$ cat config.mk
export PLATFORM = sky130hd
export DESIGN_NAME = pllctl_regs
export DESIGN_NICKNAME = d
export VERILOG_FILES = /design/src/rtl/pllctl_pkg.sv /design/src/rtl/pllctl_sync.sv /design/src/rtl/pllctl_ctrl_reg.sv /design/src/rtl/pllctl_bw_reg.sv /design/src/rtl/pllctl_regs.sv
export SDC_FILE = /design/constraint.sdc
export NUM_CORES = 1
export LEC_CHECK = 0
export ABC_AREA = 1
export BUFFER_PORTS_ARGS = -buffer_cell sky130_fd_sc_hd__buf_2
export CAP_MARGIN = 10
export CORE_MARGIN = 2
export CORE_UTILIZATION = 41
export CTS_CLUSTER_DIAMETER = 80
export DETAILED_ROUTE_END_ITERATION = 7
export PLACE_DENSITY = 0.76
export SLEW_MARGIN = 10
export SYNTH_ARGS = -nofsm -noshare
export SYNTH_HDL_FRONTEND = slang
export SYNTH_SLANG_ARGS = --single-unit
$ cat constraint.sdc
create_clock -name clk -period 1.55 [get_ports clk]
set_clock_uncertainty 0.2 [all_clocks]
set_input_delay 0.3875 -clock clk [delete_from_list [all_inputs] [get_ports clk]]
set_output_delay 0.3875 -clock clk [all_outputs]
set_load 0.03 [all_outputs]
$ cat src/rtl/pllctl_pkg.sv
package pllctl_pkg;
  localparam int REG_W       = 8;
  localparam int CTL_EN_BIT  = 5;
  localparam int CTL_BAD_BIT = 4;
  localparam int CTL_RNG_LSB = 0;
  localparam int BW_AUTO_BIT = 7;
  localparam int BW_LOCK_BIT = 6;
  localparam int BW_ACQ_BIT  = 5;
  localparam int MULT_W      = 3;

  typedef enum logic [1:0] {
    RNG_X1  = 2'b00,
    RNG_X2  = 2'b01,
    RNG_X4  = 2'b10,
    RNG_BAD = 2'b11
  } vco_rng_e;

  function automatic logic [MULT_W-1:0] rng_to_mult(vco_rng_e r);
    logic [MULT_W-1:0] m;
    case (r)
      RNG_X1:  m = 3'd1;
      RNG_X2:  m = 3'd2;
      RNG_X4:  m = 3'd4;
      default: m = 3'd1;
    endcase
    return m;
  endfunction
endpackage

$ cat src/rtl/pllctl_sync.sv
module pllctl_sync #(
  parameter int WIDTH  = 2,
  parameter int STAGES = 2
) (
  input  logic             clk,
  input  logic             rst_n,
  input  logic [WIDTH-1:0] async_i,
  output logic [WIDTH-1:0] sync_o
);
  logic [WIDTH-1:0] stage_q [STAGES];

  for (genvar s = 0; s < STAGES; s++) begin : g_stage
    if (s == 0) begin : g_first
      always_ff @(posedge clk or negedge rst_n) begin
        if (!rst_n) stage_q[0] <= '0;
        else        stage_q[0] <= async_i;
      end
    end else begin : g_next
      always_ff @(posedge clk or negedge rst_n) begin
        if (!rst_n) stage_q[s] <= '0;
        else        stage_q[s] <= stage_q[s-1];
      end
    end
  end

  assign sync_o = stage_q[STAGES-1];
endmodule

$ cat src/rtl/pllctl_ctrl_reg.sv
module pllctl_ctrl_reg
  import pllctl_pkg::*;
(
  input  logic             clk,
  input  logic             rst_n,
  input  logic             wr_stb,
  input  logic [REG_W-1:0] wr_data,
  output logic             en_o,
  output vco_rng_e         rng_o,
  output logic             bad_o
);
  logic     en_q, en_d, bad_q, bad_d;
  vco_rng_e rng_q, rng_d, rng_wr;

  assign rng_wr = vco_rng_e'(wr_data[CTL_RNG_LSB +: 2]);

  always_comb begin
    en_d  = en_q;
    rng_d = rng_q;
    bad_d = bad_q;
    if (wr_stb) begin
      if (wr_data[CTL_BAD_BIT]) bad_d = 1'b0;
      if (!en_q) begin
        if (rng_wr == RNG_BAD) bad_d = 1'b1;
        else                   rng_d = rng_wr;
      end
      en_d = wr_data[CTL_EN_BIT];
    end
  end

  always_ff @(posedge clk or negedge rst_n) begin
    if (!rst_n) begin
      en_q  <= 1'b0;
      rng_q <= RNG_X1;
      bad_q <= 1'b0;
    end else begin
      en_q  <= en_d;
      rng_q <= rng_d;
      bad_q <= bad_d;
    end
  end

  assign en_o  = en_q;
  assign rng_o = rng_q;
  assign bad_o = bad_q;
endmodule

$ cat src/rtl/pllctl_bw_reg.sv
module pllctl_bw_reg
  import pllctl_pkg::*;
(
  input  logic             clk,
  input  logic             rst_n,
  input  logic             wr_stb,
  input  logic [REG_W-1:0] wr_data,
  input  logic             lock_s,
  input  logic             acq_s,
  output logic             auto_o,
  output logic             force_acq_o,
  output logic [REG_W-1:0] rd_o
);
  logic auto_q, auto_d, acq_sw_q, acq_sw_d;

  always_comb begin
    auto_d   = auto_q;
    acq_sw_d = acq_sw_q;
    if (wr_stb) begin
      if (!auto_q) acq_sw_d = wr_data[BW_ACQ_BIT];
      auto_d = wr_data[BW_AUTO_BIT];
    end
  end

  always_ff @(posedge clk or negedge rst_n) begin
    if (!rst_n) begin
      auto_q   <= 1'b0;
      acq_sw_q <= 1'b0;
    end else begin
      auto_q   <= auto_d;
      acq_sw_q <= acq_sw_d;
    end
  end

  always_comb begin
    rd_o              = '0;
    rd_o[BW_AUTO_BIT] = auto_q;
    rd_o[BW_LOCK_BIT] = lock_s;
    rd_o[BW_ACQ_BIT]  = auto_q ? acq_s : acq_sw_q;
  end

  assign auto_o      = auto_q;
  assign force_acq_o = !auto_q && acq_sw_q;
endmodule

$ cat src/rtl/pllctl_regs.sv
module pllctl_regs
  import pllctl_pkg::*;
#(
  parameter int              ADDR_W      = 8,
  parameter logic [ADDR_W-1:0] CTRL_ADDR = 8'h36,
  parameter logic [ADDR_W-1:0] BW_ADDR   = 8'h37,
  parameter int              SYNC_STAGES = 2
) (
  input  logic              clk,
  input  logic              rst_n,
  input  logic [ADDR_W-1:0] bus_addr,
  input  logic              bus_wr_en,
  input  logic [7:0]        bus_wdata,
  output logic [7:0]        bus_rdata,
  input  logic              pll_lock_i,
  input  logic              pll_acq_i,
  output logic              pll_en_o,
  output logic [2:0]        vco_mult_o,
  output logic              bw_auto_o,
  output logic              force_acq_o
);
  localparam int STAT_W = 2;

  logic              sel_ctrl, sel_bw;
  logic [STAT_W-1:0] stat_sync;
  logic              bad_flag, en_q;
  vco_rng_e          rng_q;
  logic [REG_W-1:0]  ctrl_rd, bw_rd;

  assign sel_ctrl = (bus_addr == CTRL_ADDR);
  assign sel_bw   = (bus_addr == BW_ADDR);

  pllctl_sync #(.WIDTH(STAT_W), .STAGES(SYNC_STAGES)) u_sync (
    .clk     (clk),
    .rst_n   (rst_n),
    .async_i ({pll_acq_i, pll_lock_i}),
    .sync_o  (stat_sync)
  );

  pllctl_ctrl_reg u_ctrl (
    .clk     (clk),
    .rst_n   (rst_n),
    .wr_stb  (bus_wr_en && sel_ctrl),
    .wr_data (bus_wdata),
    .en_o    (en_q),
    .rng_o   (rng_q),
    .bad_o   (bad_flag)
  );

  pllctl_bw_reg u_bw (
    .clk         (clk),
    .rst_n       (rst_n),
    .wr_stb      (bus_wr_en && sel_bw),
    .wr_data     (bus_wdata),
    .lock_s      (stat_sync[0]),
    .acq_s       (stat_sync[1]),
    .auto_o      (bw_auto_o),
    .force_acq_o (force_acq_o),
    .rd_o        (bw_rd)
  );

  always_comb begin
    ctrl_rd                        = '0;
    ctrl_rd[CTL_EN_BIT]            = en_q;
    ctrl_rd[CTL_BAD_BIT]           = bad_flag;
    ctrl_rd[CTL_RNG_LSB +: 2]      = rng_q;
  end

  always_comb begin
    if (sel_ctrl)    bus_rdata = ctrl_rd;
    else if (sel_bw) bus_rdata = bw_rd;
    else             bus_rdata = '0;
  end

  assign pll_en_o   = en_q;
  assign vco_mult_o = rng_to_mult(rng_q);
endmodule

==> reports/results.tsv <==
metric	value	unit
status	finished with violations	
violations	negative setup slack	
crit_start	u_bw.auto_o	
fin_ws	-202.7	ps
htreeDepth	1	
place_area	870.8	sq um
yosys_warnings	0	
clock-sinks	10	
cts_buffer_depth	2	
cp_slowest_stage_delay	450	ps
final_max_slew_viol_count	0	
wl	2.297	mm
routabilityCongestion	0.7921	
cp-endpoint	bus_rdata[5]	
critPathArrivalTime	1170	ps
clk_latency	270	ps
fmax	570.5	MHz
synth_most_common_cell	nand2_1	
r2r_slack	170	ps
synth_ff_type	dfrtp_1	
cp-start-kind	flop	
cp_num_buf_inv	1	
antenna_found_initial	0	
p_leak	0.6456	nW
die_area	0.001784	sq mm
drtPass1Iterations	4	
cpMaxStageDelayCell	dfrtp_2	
overflow	0	
core	0.001334	sq mm
critPathTopFamily	flip-flops	
vias	762	
viasPerCell	5.149	
critical_path.cell_chain	nor2_4 > a21oi_2 > o21ai_4 > buf_6	
grt_start_max_net_pins	11	
wl_met2	1.221	mm
grtUsageTotal	26.19	%
dp_hpwl	1.093	mm
worst-r2r-cell-count	4	
met3_length	118	um
min_from	pll_acq_i	
netlist_area	599.3	sq um
hp-class	input pin to flop	
post-route-util	92.59	%
syn_area_per_cell	7.309	sq um
io_buffers	29	
worstPathMaxFanout	4	
ys_seq_elements	10	
final.period_utilization	113.1	%
r2r_end	u_ctrl.rng_o[1]	
m1WireLength	842	um
maxCapViolCount	0	
criticalPathCategory	flop to primary output	
ir_drop	0.0005374	V
worstPathRequired	960	ps
r2r_start	u_ctrl.en_o	
ys_seq_area_share	41.75	%
antenna_cells	0	
synthTopCellsByArea	dfrtp_1 (42%), nand2_1 (13%), inv_1 (9.4%)	
path_clk_slew	70	ps
synth-edff-count	0	
pin_count	35	
top_layer	met4	
die_h	42.24	um
drtAntennaViolNets	0	
start_util	44.93	%
p_per_area	584.7	mW/mm^2
routedWlPerCell	15.52	um
synthCells	82	
cts_tree	built	
cts-buffers-inserted	3	
yosys-top-cells-count	nand2_1 (20), inv_1 (15), nor2_1 (11), dfrtp_1 (10), nand4_1 (4)	
nets	157	
grt_pass1_wl	3.525	mm
path_depth	4	
async_flop_share	100.0	%
drive_gt1_share	69.17	%
first_global_vias	814	
die_x	42.24	um
fin_crit	1753	ps
drt_iter0_drc	14	
rsz0062_at_grt	yes	
yosysTopAreaCellShare	41.75	%
power	0.7221	mW
cts-root-buf	clkbuf_4	
yosys.area.top_type	dfrtp_1	
finalSetupViolations	11	
synth_cell_types	17	
fin_area	0.001235	sq mm
area_growth	106.1	%
rows	13	
end_kind	primary output	
hold_viol_final	0	
drt_drc_violations_left	0	
[worst min path at each step]
| stage | to | cells past startpoint |
|---|---|---|
| 4_1_cts | u_sync.stage_q[3] | 1 |
| 2_1_floorplan | u_bw.acq_sw_q | 0 |
| 6_report | u_sync.stage_q[3] | 1 |
| 5_1_grt | u_sync.stage_q[3] | 1 |
| 3_3_place_gp | u_ctrl.rng_o[0] | 1 |
| 3_5_place_dp | u_ctrl.rng_o[0] | 1 |
[final cells by class]
class	count	area, sq um
Multi-Input combinational cell	54	440.4
Timing Repair Buffer	49	407.9
Sequential cell	10	254.0
Fill cell	49	98.84
Inverter	16	77.57
Clock buffer	4	36.28
Tap cell	15	18.77
[cell usage in the layout (no fill, tap or decap)]
cell	Yosys	final
clkbuf_8	0	1
nand3_1	3	3
clkbuf_4	0	3
nand2_2	3	4
inv_2	1	4
inv_1	15	7
ha_4	0	2
inv_8	0	1
buf_4	2	19
dfrtp_2	0	3
nor2_4	0	12
nand2_1	20	14
o21ai_4	0	1
a21oi_1	2	1
inv_4	0	4
nor2_2	3	2
nor2_8	1	1
buf_8	0	1
dfrtp_1	10	7
a21oi_2	0	1
buf_6	0	16
conb_1	1	2
dlygate4sd3_1	0	1
nand2_4	0	5
o22ai_1	1	1
o21ai_0	2	1
nand4_1	4	4
buf_2	1	12
[power by group]
group / internal [mW] / switching [mW]
registers: 0.273 / 0.0121
logic: 0.0846 / 0.107
clock network: 0.143 / 0.103
[stage by stage]
| stage | hold slack (ps) | instances | TNS, ps | setup WS (ps) |
|---|---|---|---|---|
| after floorplan | -108.1 | 83 | -188.3 | -81.93 |
| after global placement | 58.30 | 130 | -1733 | -336.1 |
| after detailed placement | 60.97 | 130 | -1826 | -348.3 |
| after CTS | 24.67 | 148 | -1400 | -182.9 |
| after global routing | 10.76 | 148 | -1845 | -227.4 |
| final | 16.44 | 148 | -1533 | -202.7 |
[worst register-to-register path, stage by stage (launching register included)]
cell     delay [ps]
dfrtp_2         450
a21oi_1         250
nand4_1         180
nand2_1         120
nand2_1          70
[cell families after synthesis]
logic type / Yosys count / share of synthesized area [%]
compound gates: 5 / 4.385
fa+ha+maj: 2 / 4.175
buf+inv: 19 / 13.36
flops: 10 / 41.75
other cells: 1 / 0.6257
simple gates: 45 / 35.70
[state kept, by name, summed over array words and instances (netlist names)]
name and count:
u_ctrl.rng_o 2, u_sync.stage_q 2, u_sync.sync_o 2, u_bw.acq_sw_q 1, u_bw.auto_o 1, u_ctrl.bad_o 1, u_ctrl.en_o 1
[layer usage]
metal / vias to the layer above / GRT usage (%)
met2: 46 / 47.69
met4: 0 / 13.13
li1: 344 / -
met1: 358 / 28.26
met5: - / 0
met3: 14 / 5.172
[what timing repair did]
item | CTS | global route
hold buffers | 1 | 0
pin swaps | 14 | 9
endpoints found under the hold margin | 10 | 0
endpoints found under the setup margin | 10 | 13
resized for setup | 55 | 12
setup buffers | 13 | 2
Note: power is estimated with default switching activity, not from simulation.
